<file path="config.mk">
export PLATFORM = sky130hd
export DESIGN_NAME = branch_resolve_unit
export DESIGN_NICKNAME = d
export VERILOG_FILES = /design/src/rtl/bru_pkg.sv /design/src/rtl/bru_cond_eval.sv /design/src/rtl/bru_target_calc.sv /design/src/rtl/bru_cycle_timer.sv /design/src/rtl/branch_resolve_unit.sv
export SDC_FILE = /design/constraint.sdc
export NUM_CORES = 1
export LEC_CHECK = 0
export BUFFER_PORTS_ARGS = -buffer_cell sky130_fd_sc_hd__buf_2
export CORE_MARGIN = 4
export CORE_UTILIZATION = 45
export DETAILED_ROUTE_END_ITERATION = 6
export PLACE_DENSITY = 0.72
export SETUP_SLACK_MARGIN = 0.02
export SLEW_MARGIN = 20
export SYNTH_ARGS = -nofsm -noshare
export SYNTH_HDL_FRONTEND = slang
export SYNTH_SLANG_ARGS = --single-unit
</file>
<file path="constraint.sdc">
create_clock -name clk -period 3.1 [get_ports clk]
set_input_delay 0.31 -clock clk [delete_from_list [all_inputs] [get_ports clk]]
set_output_delay 0.31 -clock clk [all_outputs]
set_load 0.02 [all_outputs]
</file>
<file path="src/rtl/bru_pkg.sv">
package bru_pkg;

    parameter int unsigned ADDR_W    = 16;
    parameter int unsigned OFF_W     = 8;
    parameter int unsigned CYC_COUNT = 4;
    localparam logic [3:0] BR_GROUP  = 4'h2;

    // Condition order matches the low opcode nibble: even tests, odd inverts.
    typedef enum logic [3:0] {
        CND_ALWAYS = 4'h0, CND_NEVER = 4'h1,
        CND_HI     = 4'h2, CND_LS    = 4'h3,
        CND_CC     = 4'h4, CND_CS    = 4'h5,
        CND_NE     = 4'h6, CND_EQ    = 4'h7,
        CND_VC     = 4'h8, CND_VS    = 4'h9,
        CND_PL     = 4'hA, CND_MI    = 4'hB,
        CND_GE     = 4'hC, CND_LT    = 4'hD,
        CND_GT     = 4'hE, CND_LE    = 4'hF
    } cond_e;

    typedef struct packed {
        logic n;
        logic z;
        logic v;
        logic c;
    } flags_t;

    typedef struct packed {
        logic              taken;
        logic [ADDR_W-1:0] pc;
    } branch_res_t;

    function automatic cond_e decode_cond(input logic [7:0] op);
        if (op[7:4] == BR_GROUP) decode_cond = cond_e'(op[3:0]);
        else                     decode_cond = CND_NEVER;
    endfunction

    function automatic logic test_cond(input cond_e cnd, input flags_t f);
        logic base;
        case (cond_e'({cnd[3:1], 1'b0}))
            CND_ALWAYS: base = 1'b1;
            CND_HI:     base = ~(f.c | f.z);
            CND_CC:     base = ~f.c;
            CND_NE:     base = ~f.z;
            CND_VC:     base = ~f.v;
            CND_PL:     base = ~f.n;
            CND_GE:     base = ~(f.n ^ f.v);
            CND_GT:     base = ~(f.z | (f.n ^ f.v));
            default:    base = 1'b0;
        endcase
        test_cond = base ^ cnd[0];
    endfunction

endpackage

</file>
<file path="src/rtl/bru_cond_eval.sv">
module bru_cond_eval
    import bru_pkg::*;
(
    input  logic [7:0] opcode,
    input  flags_t     flags,
    output logic       taken
);
    cond_e cnd;

    always_comb begin
        cnd   = decode_cond(opcode);
        taken = test_cond(cnd, flags);
    end

    always_comb begin
        if (opcode == 8'h21) begin
            a_never_r4: assert (!taken);
        end
    end
endmodule

</file>
<file path="src/rtl/bru_target_calc.sv">
module bru_target_calc
    import bru_pkg::*;
#(
    parameter int unsigned AW = ADDR_W,
    parameter int unsigned OW = OFF_W
) (
    input  logic [AW-1:0] op_addr,
    input  logic [OW-1:0] offset,
    input  logic          taken,
    output logic [AW-1:0] next_pc
);
    localparam int unsigned EXT_W = AW - OW;
    localparam logic [AW-1:0] INSTR_LEN = AW'(2);

    logic [AW-1:0] fall_pc;
    logic [AW-1:0] disp;

    always_comb begin
        fall_pc = op_addr + INSTR_LEN;
        disp    = {{EXT_W{offset[OW-1]}}, offset};
        next_pc = taken ? (fall_pc + disp) : fall_pc;
    end
endmodule

</file>
<file path="src/rtl/bru_cycle_timer.sv">
module bru_cycle_timer
    import bru_pkg::*;
#(
    parameter int unsigned CYCLES = CYC_COUNT
) (
    input  logic clk,
    input  logic rst,
    input  logic start,
    output logic accept,
    output logic busy,
    output logic done
);
    localparam int unsigned CNT_W = (CYCLES > 2) ? $clog2(CYCLES) : 1;
    localparam logic [CNT_W-1:0] LAST = CNT_W'(CYCLES - 2);

    logic [CNT_W-1:0] cnt;

    assign accept = start & ~busy;

    always_ff @(posedge clk) begin
        if (rst) begin
            busy <= 1'b0;
            done <= 1'b0;
            cnt  <= '0;
        end else begin
            done <= 1'b0;
            if (accept) begin
                busy <= 1'b1;
                cnt  <= '0;
            end else if (busy) begin
                if (cnt == LAST) begin
                    busy <= 1'b0;
                    done <= 1'b1;
                    cnt  <= '0;
                end else begin
                    cnt <= cnt + 1'b1;
                end
            end
        end
    end

    p_cnt_bound_r9: assert property (@(posedge clk) disable iff (rst)
        cnt <= LAST);
    p_busy_done_excl_r9: assert property (@(posedge clk) disable iff (rst)
        !(busy && done));
endmodule

</file>
<file path="src/rtl/branch_resolve_unit.sv">
module branch_resolve_unit
    import bru_pkg::*;
(
    input  logic        clk,
    input  logic        rst,
    input  logic        start,
    input  logic [7:0]  opcode,
    input  logic [7:0]  offset,
    input  logic [15:0] op_addr,
    input  logic        flag_n,
    input  logic        flag_z,
    input  logic        flag_v,
    input  logic        flag_c,
    output logic        busy,
    output logic        done,
    output logic        taken,
    output logic [15:0] next_pc
);
    flags_t        flags;
    branch_res_t   res_d;
    branch_res_t   res_q;
    logic          accept;

    assign flags = '{n: flag_n, z: flag_z, v: flag_v, c: flag_c};

    bru_cond_eval u_cond (
        .opcode (opcode),
        .flags  (flags),
        .taken  (res_d.taken)
    );

    bru_target_calc #(.AW(ADDR_W), .OW(OFF_W)) u_target (
        .op_addr (op_addr),
        .offset  (offset),
        .taken   (res_d.taken),
        .next_pc (res_d.pc)
    );

    bru_cycle_timer #(.CYCLES(CYC_COUNT)) u_timer (
        .clk    (clk),
        .rst    (rst),
        .start  (start),
        .accept (accept),
        .busy   (busy),
        .done   (done)
    );

    always_ff @(posedge clk) begin
        if (rst)         res_q <= '0;
        else if (accept) res_q <= res_d;
    end

    assign taken   = res_q.taken;
    assign next_pc = res_q.pc;

    p_done_single_r9: assert property (@(posedge clk) disable iff (rst)
        done |=> !done);
    p_done_follows_busy_r9: assert property (@(posedge clk) disable iff (rst)
        $rose(done) |-> $past(busy));
    p_hold_while_busy_r10: assert property (@(posedge clk) disable iff (rst)
        busy |=> ($stable(next_pc) && $stable(taken)));
    p_always_r4: assert property (@(posedge clk) disable iff (rst)
        (start && !busy && opcode == 8'h20) |=> taken);
    p_never_r4: assert property (@(posedge clk) disable iff (rst)
        (start && !busy && opcode == 8'h21) |=> !taken);
    p_fallthrough_r3: assert property (@(posedge clk) disable iff (rst)
        (start && !busy) |=> (taken || next_pc == $past(op_addr) + 16'd2));
endmodule

</file>
== Word-level counts from Yosys, hierarchy flattened ==
Index checks and enable logic that the tools add are counted.

* Mux-type cells: 8
* Equality and inequality tests: 9
* Bitwise logic cells: 13
* $add $sub $neg: 3
* Reduce and logical (&&, ||, !) cells: 3

{| class="wikitable"
|+ Operator list
! kind !! number
|-
| adder 16 bit || 1
|-
| adder 16 x 2 -> 16 bit, second input constant || 1
|-
| 2-to-1 mux 16 bit || 1
|-
| equality test 3 bit, second input constant || 4
|-
| NOT 1 bit || 8
|-
| one-hot mux 1 bit (8 select lines) || 1
|-
| equality test 3 x 2 -> 1 bit, second input constant || 2
|-
| equality test 4 x 2 -> 1 bit, second input constant || 1
|-
| 2-to-1 mux 1 bit || 4
|-
| 2-to-1 mux 4 bit || 1
|-
| equality test 3 x 1 -> 1 bit, second input constant || 1
|-
| zero test 3 bit || 1
|-
| OR reduction 3 bit || 1
|-
| adder 2 x 1 -> 2 bit, second input constant || 1
|-
| equality test 2 bit, second input constant || 1
|-
| 2-to-1 mux 2 bit || 1
|-
| bitwise OR 1 bit || 2
|-
| OR reduction 2 bit || 1
|-
| bitwise XOR 1 bit || 2
|-
| AND 1 bit || 1
|}

* Output and inout port bits: 19
* Logic and storage cells: 41
* Register bits after elaboration: 21
* Input port bits: 39

== Logic depth before layout (Yosys ltp) ==
Gate-level depths: netlist of the first run.

* Depth in word-level cells: 6
* Mapped depth: 11

== By module ==
A second synthesis of the first run with hierarchy kept.

* Cells, all modules: 263
* Area total of the unflattened synthesis: 2099.5 um2

{| class="wikitable"
|+ By module, submodules not included
! module !! area an instance (um2) !! sequential area each (um2) !! instances !! cells each
|-
| bru_target_calc || 1244.9 || 0.0 || 1 || 182
|-
| branch_resolve_unit || 614.3 || 340.3 || 1 || 55
|-
| bru_cycle_timer || 153.9 || 80.1 || 1 || 14
|-
| bru_cond_eval || 86.3 || 0.0 || 1 || 12
|}

== Worst setup path before layout of the first run ==
OpenSTA, ideal clock, no wires.

* Path type: input-to-reg
* Start: input port op_addr[3]
* End: register res_q, in the netlist next_pc[15]
* Buffers on the path: 0
* Library setup time: 0.079 ns
* Required time: 3.021 ns
* Arrival time: 2.562 ns
* Stages on the path: 11
* Slack: 0.459 ns
* Path through: and4_1 > nor2b_1 > and4_1 > xor2_1 > ha_1 > a21o_1 > a31oi_1 > o21ai_0 > or3_1 > and2_1 > o211ai_1

* Cells in the longest elaborated chain, start to end: 3

{| class="wikitable"
|+ RTL lines
! element !! line !! RTL
|-
| start, declared || branch_resolve_unit.sv:9 || <nowiki>input logic [15:0] op_addr,</nowiki>
|-
| adder 16 x 2 -> 16 bit (*) || bru_target_calc.sv:19 || <nowiki>fall_pc = op_addr + INSTR_LEN;</nowiki>
|-
| adder 16 bit || bru_target_calc.sv:21 || <nowiki>next_pc = taken ? (fall_pc + disp) : fall_pc;</nowiki>
|-
| 2-to-1 mux 16 bit (*) || bru_target_calc.sv:21 ||
|-
| end signal, assigned || branch_resolve_unit.sv:50 || <nowiki>else if (accept) res_q <= res_d;</nowiki>
|-
| end, declared || branch_resolve_unit.sv:21 || <nowiki>branch_res_t res_q;</nowiki>
|}

Mark *: on every way between the ends. The rest lies on a longest branch, timed or not.
A chain may end at the register's enable or synchronous reset.

== Worst setup path after layout of the first run ==
Ends and elaborated chain as after synthesis.

==> results of run 1 <==
state kept, by name (all words and copies together), names as in the netlist:
signal / flops
next_pc: 16
taken: 1
u_timer.busy: 1
u_timer.cnt: 2
u_timer.done: 1
power groups by stage:
stage	registers, W	logic [W]	clock network (W)
3_5_place_dp	0.000306	0.000323	0
4_1_cts	0.000300	0.000324	0.000180
6_report	0.000299	0.000325	0.000175
2_1_floorplan	0.000328	0.000207	0
3_3_place_gp	0.000306	0.000319	0
5_1_grt	0.000302	0.000362	0.000193
logic make-up after synthesis:
group,after synthesis,synth area share
AOI/OAI and AO/OA,80,0.276
xor gates and xnor gates,20,0.0855
adders and majority gates,21,0.132
buffers and inverters,15,0.0489
DFF,21,0.205
muxes,2,0.00977
and+or+nand+nor,94,0.243
critical path, stage by stage:
cell	delay, ps
buf_2	120
and4_1	240
nor2b_1	250
and4_1	240
xor2_1	200
ha_1	320
a21o_1	220
a31oi_1	190
o21ai_0	120
or3_1	370
and2_1	160
o211ai_1	150
cell usage in the layout, fill, tap and decap left out, types with 2 or more instances in the layout:
master	Yosys	routed
buf_2	0	57
buf_4	1	2
and3_1	3	3
o31a_1	2	2
nor3_1	7	7
o211ai_1	5	5
dfxtp_1	21	21
nand3b_1	3	3
xnor2_1	11	11
nand3_1	9	9
and2_1	3	3
and4_1	5	5
nor2_1	20	20
a311oi_2	3	3
inv_1	6	6
a211oi_1	9	9
a311oi_1	2	2
o21a_1	5	5
a221oi_1	2	2
a21boi_0	3	3
xor2_1	9	9
nand2_2	3	3
ha_1	20	20
or2_2	2	2
a21oi_1	19	19
a21o_1	7	7
nor2b_1	3	3
a31oi_1	8	8
o21ai_0	7	7
mux2i_1	2	2
nand2_1	21	21
clkbuf_8	0	3
nand4_1	3	3
or3_1	3	3
nor3b_1	3	3
metal layers:
layer  up-vias  GRT usage
li1       1060          -
met1       881      0.272
met2        56      0.269
met3         5     0.0198
met4         0     0.0621
met5         -          0
through the flow:
step / utilization / power, W
2_1_floorplan: - / 0.000535
4_1_cts: 0.543 / 0.000804
3_5_place_dp: 0.533 / 0.000629
5_1_grt: 0.543 / 0.000858
6_report: 0.543 / 0.000800
3_3_place_gp: 0.533 / 0.000625
area by class of cell:
class	count	area share
multi-input combinational	217	0.642
tap	52	0.0273
timing repair buffer	59	0.126
clock buffer	4	0.0189
inverter	6	0.00946
sequential	21	0.177
final timing paths:
| kind | endpoint | slack [ps] | depth (start not counted) |
|---|---|---|---|
| setup / recovery | next_pc[15] | 380 | 12 |
| hold / removal | next_pc[0] | 330 | 3 |
| setup reg to reg | next_pc[12] | 1680 | 4 |
| hold reg to reg | next_pc[2] | 450 | 2 |
==> summary.txt, run 1 <==
Status
  – Outcome: complete, no violations

Layout
  – Synthesis-to-layout area growth: 16.2%
  – Fill cells: 463
  – Multi-input combinational cell area: 1530 sq um
  – Net count of the finished layout: 368
  – Final cell count without fillers: 359
  – Post-route standard cell area excluding fillers: 2380 sq um
  – Ant. Diodes: 0
  – Ratio of cells with drive above 1 in the final layout: 0.238
  – Sequential Area: 420 sq um

Yosys
  – Mapped Area: 2050 sq um
  – Library cell occupying the most area in the post-synthesis netlist: dfxtp_1
  – Most instantiated flip-flop cell in the synthesis netlist: dfxtp_1
  – Net Count, Synth: 313
  – Area share of the largest cell type after synthesis: 0.205
  – Synth top area cells: dfxtp_1 (21%), ha_1 (12%), xnor2_1 (4.7%)
  – Async SR Flop Fraction: 0
  – Mean post-synth cell area: 8.10 sq um
  – Cell count after synthesis: 253
  – EDFF count, synth: 0
  – Synthesized flop and latch total: 21
  – Post-synthesis sequential area ratio: 0.205
  – Top cell types by occurrence after synthesis: dfxtp_1 (21), nand2_1 (21), ha_1 (20), nor2_1 (20), a21oi_1 (19)
  – Number of library cell types mapped by synthesis: 52
  – Warnings, synthesis: 0

Route
  – Routed length on met1: 2470 um
  – Max layer used: met4
  – Vias per Instance: 5.58
  – DRC violation count after routing: 0
  – First drt pass iteration count: 4
  – DRT iter0 DRCs: 122
  – Met2 wire length: 2150 um
  – Post-DR wirelength/cell: 13.9 um
  – Vias after detailed routing: 2002
  – Antenna Nets Post-Route: 0
  – Met3 wirelength from detailed routing: 306 um
  – Total routed wirelength: 4990 um

Clock network
  – Post-CTS Repair Setup Buffers: 0
  – Clock sink count: 21
  – Clock latency reported for the late side of the worst-skew pair: 260 ps
  – Number of buffers inserted during clock tree synthesis: 3
  – Hold-fix buffers at CTS: 0
  – Clock Path Buffers: 2
  – H-Tree Depth: 1
  – Clock-pin slew on the worst setup and hold paths: 70 ps
  – Clock tree from TritonCTS: done
  – Number of resized instances in the post-cts repair step: 0
  – Root buffer cell: clkbuf_8

Floorplanning
  – Number of placement rows: 24
  – Area of the core: 4380 sq um
  – Starting density of the core: 0.467
  – Vertical die dimension: 75.5 um
  – Floorplan die width: 75.5 um
  – Die outline area: 5690 sq um
  – Number of placed I/O pins: 58

Flow run
  – # Max-Cap Violations: 0

Worst hold path
  – Launch point of the worst hold path: op_addr[0]
  – Type of the worst min-delay path: in -> reg

Power and ir drop
  – Net switching power of the design: 0.000281 W
  – Internal power of the cells: 0.000519 W
  – Clock power frac: 0.219
  – Sequential fraction of design power: 0.374
  – Cell area power density: 336 nW/um^2
  – Worst-case vdd ir drop: 124 uV
  – Share of power burned in combinational logic: 0.406
  – Leakage power: 1.09 nW
  – Switching Share: 0.351

Setup path
  – Critical path origin: op_addr[3]
  – Critical path endpoint category: flop
  – Maximum fanout count along the critical path: 6
  – Data arrival time of the critical path: 2900 ps
  – Startpoint of the worst register-to-register path: u_timer.busy
  – Critical setup path kind: in -> reg
  – Data required, critical path: 3290 ps
  – Kind of start point of the critical path: primary input

STA
  – Worst-case headroom to the max-slew limit: 0.594
  – Final number of max-transition violations: 0
  – Measured slew at the worst slew-check pin: 605 ps
  – Clock skew: 2.37 ps
  – Crit share post-route: 0.877
  – Achievable Freq: 0.368 GHz
  – Post-route worst setup slack: 382 ps
  – Setup tns final: 0 ps
  – Setup violation total in the final timing report: 0
  – RSZ-0062 raised after global routing: no
  – Fin crit period: 2720 ps
  – Hold Slack: 327 ps
  – Count of endpoints failing hold in the final timing report: 0

Placement
  – RePlAce Congestion: 0.866
  – Instance area at placement: 2340 sq um
  – Number of buffers added on ports: 57
  – Placed wire-length estimate after detailed placement: 4050 um
  – Cell count after placement: 355
  – Place WS: 107 ps

Global route
  – Remaining global-route overflow: 0
  – Global-route wire length before repair: 8110 um
  – Largest net degree at the start of global routing: 26
  – Gr usage total: 0.182
  – Via count of the first global-routing pass: 1749
  – Number of antenna violations at the first check in global routing: 0
Note: power is estimated with default switching activity, not from simulation.
==> run 2, diff against run 1 <==
- CORE_UTILIZATION: 45 -> 30
- HOLD_SLACK_MARGIN: unset -> 0.15
- PLACE_DENSITY: 0.72 -> 0.52
==> run 2 against run 1 <==
  * Global-route usage down 5.1 points
  * Critical endpoint unchanged
  * Register-to-register slack worse by 240 ps
  * Sequential cell count unchanged
  * Clock skew fell by 1.4 ps
  * Highest routed layer unchanged
  * Cell area up 2.0%
  * Final cell count rose by 7.5%
  * Sequential share of layout area shrank 0.35 points
  * Count of clock-buffer cells in the layout did not move
  * Sequential power about the same
  * Critical path depth unchanged
  * Setup slack got worse by 63 ps
  * Worst hold slack gained 2.2 ps
==> summary.txt, run 2 (synthesized netlist as in run 1, its figures left out) <==
Status
  – Outcome: complete, no violations

STA
  – Achievable Freq: 0.360 GHz (-2.3%)
  – Fin crit period: 2780 ps (+62.8 ps)
  – Clock skew: 1.00 ps (-1.37 ps)
  – Post-route worst setup slack: 319 ps (-62.8 ps)
  – Setup violation total in the final timing report: 0 (unchanged)
  – Setup tns final: 0 ps (unchanged)
  – Worst-case headroom to the max-slew limit: 0.437 (-0.157)
  – Count of endpoints failing hold in the final timing report: 0 (unchanged)
  – RSZ-0062 raised after global routing: no
  – Final number of max-transition violations: 0 (unchanged)
  – Measured slew at the worst slew-check pin: 840 ps (+235 ps)
  – Crit share post-route: 0.897 (+0.0203)

Floorplanning
  – Area of the core: 6490 sq um (+48%)
  – Starting density of the core: 0.315 (-0.152)
  – Number of placement rows: 29 (+21%)
  – Floorplan die width: 90.6 um (+20%)
  – Vertical die dimension: 90.6 um (+20%)
  – Die outline area: 8210 sq um (+44%)
  – Number of placed I/O pins: 58 (unchanged)

Global route
  – Number of antenna violations at the first check in global routing: 0 (unchanged)
  – Gr usage total: 0.131 (-0.0508)
  – Largest net degree at the start of global routing: 23 (-12%)
  – Global-route wire length before repair: 9000 um (+11%)
  – Remaining global-route overflow: 0 (unchanged)
  – Via count of the first global-routing pass: 1906 (+9.0%)

Setup path
  – Endpoint of the worst-slack reg-to-reg timing path: next_pc[0]
  – Cell depth of the worst flop-to-flop path: 4 (unchanged)
  – Maximum fanout count along the critical path: 6 (unchanged)
  – Data required, critical path: 3280 ps (about the same)
  – Critical path origin: op_addr[3]
  – Critical path endpoint category: flop
  – Startpoint of the worst register-to-register path: u_timer.busy
  – Critical setup path kind: in -> reg
  – Data arrival time of the critical path: 2960 ps (+60 ps)
  – Kind of start point of the critical path: primary input
  – Setup slack, reg-to-reg: 1440 ps (-240 ps)

Clock network
  – Number of buffers inserted during clock tree synthesis: 3 (unchanged)
  – Clock Path Buffers: 2 (unchanged)
  – Hold-fix buffers at CTS: 0 (unchanged)
  – Clock-pin slew on the worst setup and hold paths: 70 ps (about the same)
  – Clock tree from TritonCTS: done
  – H-Tree Depth: 1 (unchanged)
  – Clock latency reported for the late side of the worst-skew pair: 250 ps (about the same)
  – Number of resized instances in the post-cts repair step: 0 (unchanged)
  – Root buffer cell: clkbuf_8
  – Post-CTS Repair Setup Buffers: 0 (unchanged)
  – Clock sink count: 21 (unchanged)

Layout
  – Synthesis-to-layout area growth: 18.6%
  – Leading cell type in the layout, fill and taps excluded: buf_2
  – Ant. Diodes: 0 (unchanged)
  – Net count of the finished layout: 370 (+0.54%)
  – Flip-flop count of the largest register after layout: 16 (unchanged)
  – Commonest cells after routing, fill and taps aside: buf_2 (57), nand2_1 (21), dfxtp_1 (21)
  – Ratio of cells with drive above 1 in the final layout: 0.246 (+0.00817)

Power and ir drop
  – Power after layout: 0.000805 W (+0.67%)
  – Worst-case vdd ir drop: 136 uV (+10%)
  – Cell area power density: 331 nW/um^2 (-1.4%)
  – Leakage power: 1.10 nW (+1.0%)

Route
  – First drt pass iteration count: 4 (unchanged)
  – DRT iter0 DRCs: 69 (-43%)
  – Vias per Instance: 5.23 (-6.3%)
  – Vias after detailed routing: 2018 (+0.80%)
  – DRC violation count after routing: 0 (unchanged)
  – Antenna Nets Post-Route: 0 (unchanged)
  – Post-DR wirelength/cell: 14.2 um (+2.0%)
  – Total routed wirelength: 5470 um (+9.7%)

Placement
  – RePlAce Congestion: 0.842 (-2.8%)
  – Placed wire-length estimate after detailed placement: 4500 um (+11%)
  – Place WS: 57.4 ps (-49.7 ps)
  – Number of buffers added on ports: 57 (unchanged)

Worst hold path
  – Count of cells along the worst hold path: 3 (unchanged)
  – Launch point of the worst hold path: op_addr[0]
  – Type of the worst min-delay path: in -> reg
  – Hold Path End: next_pc[0]

Flow run
  – # Max-Cap Violations: 0 (unchanged)
run 2: changes by cell type in the layout (fill, tap and decap cells not counted), sizes merged:
cell and change:
buf +2
run 2: area by class of cell:
cell class,count,area (sq um)
Fill cell,686,4070
Multi-Input combinational cell,217,1530
Sequential cell,21,420
Timing Repair Buffer,61,315
Tap cell,77,96.3
Clock buffer,4,45.0
Inverter,6,22.5
run 2: where the power goes:
group | internal [W] | switching [W] | leakage [nW]
clock | 0.0000913 | 0.0000817 | 0.0228
sequential | 0.000289 | 0.0000117 | 0.173
combinational | 0.000140 | 0.000191 | 0.901
total | 0.000520 | 0.000285 | 1.10
run 2: per-stage QoR:
step                area [sq um]   util  hold WS [ps]  std cells
finish                      2430  0.374           329        386
global route                2430  0.374           344        386
CTS                         2430  0.374           324        386
detailed placement          2380  0.367           443        382
global placement            2380  0.367           440        382
floorplan                   2050      -           453        253
run 2: worst max-delay path by stage:
stage	slack (ps)	to
finish	320	next_pc[15]
global route	20	next_pc[15]
CTS	320	next_pc[15]
detailed placement	60	next_pc[15]
global placement	170	next_pc[15]
floorplan	460	next_pc[15]
run 2: worst max-delay path, stage by stage:
cell and delay, ps:
buf_2 130, and4_1 240, nor2b_1 260, and4_1 240, xor2_1 220, ha_1 330, a21o_1 220, a31oi_1 180
o21ai_0 130, or3_1 370, and2_1 170, o211ai_1 150
run 2: layer usage:
metal | track usage | wire (um)
met4 | 0.0434 | 72
met2 | 0.199 | 2330
met3 | 0.0125 | 212
met1 | 0.193 | 2860
met5 | 0 | 0
==> run 3, diff against run 2 <==
- HOLD_SLACK_MARGIN: 0.15 -> 0.1
- PLACE_DENSITY: 0.52 -> 0.49
==> run 3 against run 2 <==
  * First-iteration DRC count is 26% lower
  * Sequential power about the same
  * Largest cell class unchanged
  * Worst hold slack worse by 3.9 ps
  * Die area stayed put
  * Final cell count grew 0.26%
  * Highest routed layer unchanged
  * Count of clock-buffer cells in the layout fell by 1
  * Via count is 0.35% lower
  * Clock power grew 3%
  * Sequential share of layout area is 0.062 points lower
  * Combinational power barely moved
  * Global-route usage down 0.18 points
==> summary.txt, run 3 (synthesized netlist as in run 1, its figures left out) <==
STA
  – Post-route worst setup slack: 304 ps (-15.6 ps)
  – Measured slew at the worst slew-check pin: 867 ps (+27.2 ps)
  – Worst-case headroom to the max-slew limit: 0.419 (-0.0182)
  – Setup tns final: 0 ps (unchanged)
  – Count of endpoints failing hold in the final timing report: 0 (unchanged)
  – Final number of max-transition violations: 0 (unchanged)
  – Fin crit period: 2800 ps (+15.6 ps)
  – RSZ-0062 raised after global routing: no
  – Clock skew: 4.55 ps (+3.55 ps)
  – Achievable Freq: 0.358 GHz (-0.56%)
  – Crit share post-route: 0.902 (+0.00505)
  – Setup violation total in the final timing report: 0 (unchanged)

Route
  – First drt pass iteration count: 4 (unchanged)
  – Vias per Instance: 5.20 (-0.60%)
  – Max layer used: met4
  – Routed length on met1: 2830 um (-1.0%)
  – Met2 wire length: 2320 um (-0.43%)
  – Vias after detailed routing: 2011 (-0.35%)
  – DRT iter0 DRCs: 51 (-26%)
  – Post-DR wirelength/cell: 14.1 um (-0.42%)
  – Total routed wirelength: 5460 um (-0.16%)
  – DRC violation count after routing: 0 (unchanged)
  – Met3 wirelength from detailed routing: 273 um (+29%)
  – Antenna Nets Post-Route: 0 (unchanged)

Clock network
  – Root buffer cell: clkbuf_8
  – Number of resized instances in the post-cts repair step: 0 (unchanged)
  – Clock sink count: 21 (unchanged)
  – Post-CTS Repair Setup Buffers: 0 (unchanged)
  – Clock-pin slew on the worst setup and hold paths: 80 ps (about the same)
  – Number of buffers inserted during clock tree synthesis: 3 (unchanged)
  – Hold-fix buffers at CTS: 0 (unchanged)
  – Clock tree from TritonCTS: done
  – Clock Path Buffers: 2 (unchanged)
  – H-Tree Depth: 1 (unchanged)
  – Clock latency reported for the late side of the worst-skew pair: 260 ps (about the same)

Global route
  – Global-route wire length before repair: 8910 um (-1.0%)
  – Via count of the first global-routing pass: 1860 (-2.4%)
  – Number of antenna violations at the first check in global routing: 0 (unchanged)
  – Largest net degree at the start of global routing: 23 (unchanged)
  – Gr usage total: 0.129 (-0.00178)
  – Remaining global-route overflow: 0 (unchanged)

Setup path
  – Kind of start point of the critical path: primary input
  – Critical setup path kind: in -> reg
  – Maximum fanout count along the critical path: 6 (unchanged)
  – Data required, critical path: 3290 ps (about the same)
  – Cell depth of the worst flop-to-flop path: 4 (unchanged)
  – Data arrival time of the critical path: 2980 ps (+20 ps)
  – Startpoint of the worst register-to-register path: u_timer.busy
  – Setup slack, reg-to-reg: 1410 ps (-30 ps)
  – Critical path endpoint category: flop
  – Endpoint of the worst-slack reg-to-reg timing path: next_pc[0]

Layout
  – Synthesis-to-layout area growth: 19.1%
  – Leading cell type in the layout, fill and taps excluded: buf_2
  – Ratio of cells with drive above 1 in the final layout: 0.252 (+0.00566)
  – Flip-flop count of the largest register after layout: 16 (unchanged)
  – Ant. Diodes: 0 (unchanged)
  – Commonest cells after routing, fill and taps aside: buf_2 (57), nand2_1 (21), dfxtp_1 (21)
  – Net count of the finished layout: 371 (+0.27%)

Flow run
  – # Max-Cap Violations: 0 (unchanged)

Floorplanning
  – Number of placed I/O pins: 58 (unchanged)
  – Die outline area: 8210 sq um (unchanged)
  – Floorplan die width: 90.6 um (unchanged)
  – Area of the core: 6490 sq um (unchanged)
  – Number of placement rows: 29 (unchanged)
  – Starting density of the core: 0.315 (unchanged)
  – Vertical die dimension: 90.6 um (unchanged)

Worst hold path
  – Type of the worst min-delay path: in -> reg
  – Hold Path End: next_pc[0]
  – Count of cells along the worst hold path: 3 (unchanged)
  – Launch point of the worst hold path: op_addr[0]

Power and ir drop
  – Worst-case vdd ir drop: 130 uV (-4.8%)
  – Cell area power density: 332 nW/um^2 (+0.24%)
  – Leakage power: 1.10 nW (+0.66%)
  – Power after layout: 0.000810 W (+0.60%)

Placement
  – Place WS: 66.3 ps (+8.91 ps)
  – Placed wire-length estimate after detailed placement: 4520 um (+0.44%)
  – Number of buffers added on ports: 57 (unchanged)
  – RePlAce Congestion: 0.797 (-5.4%)

Status
  – Outcome: complete, no violations
## run 3: power by group
group	internal, W	switching (W)	total [W]
Sequential	0.000289	0.0000111	0.000300
Clock	0.0000895	0.0000888	0.000178
Combinational	0.000141	0.000190	0.000331
## run 3: worst max path at each step
| stage | cells after the start | end | start |
|---|---|---|---|
| 6_report | 12 | next_pc[15] | op_addr[3] |
| 5_1_grt | 12 | next_pc[15] | op_addr[3] |
| 4_1_cts | 12 | next_pc[15] | op_addr[3] |
| 3_5_place_dp | 12 | next_pc[15] | op_addr[3] |
| 3_3_place_gp | 12 | next_pc[15] | op_addr[3] |
| 2_1_floorplan | 11 | next_pc[15] | op_addr[3] |
## run 3: critical path: stages
cell,delay [ps]
buf_2,130
and4_1,250
nor2b_1,280
and4_1,240
xor2_1,220
ha_1,340
a21o_1,220
a31oi_1,190
o21ai_0,130
or3_1,370
and2_1,160
o211ai_1,150
## run 3: cell type report
class	instances	area [sq um]
timing repair buffer	62	323
clock buffer	3	41.3
clock inverter	1	5.00
multi-input combinational	217	1530
tap	77	96.3
sequential	21	420
fill	704	4060
inverter	6	22.5
## run 3: metal layers
layer	vias to the layer above	track usage
li1	1063	-
met1	891	0.188
met2	53	0.196
met3	4	0.0208
met4	0	0.0344
met5	-	0
## run 3: per-stage QoR
step	area (sq um)	util	instances	hold WS, ps
6_report	2440	0.375	387	325
3_3_place_gp	2390	0.368	383	442
2_1_floorplan	2050	-	253	453
3_5_place_dp	2390	0.368	383	443
5_1_grt	2440	0.375	387	354
4_1_cts	2440	0.375	387	319
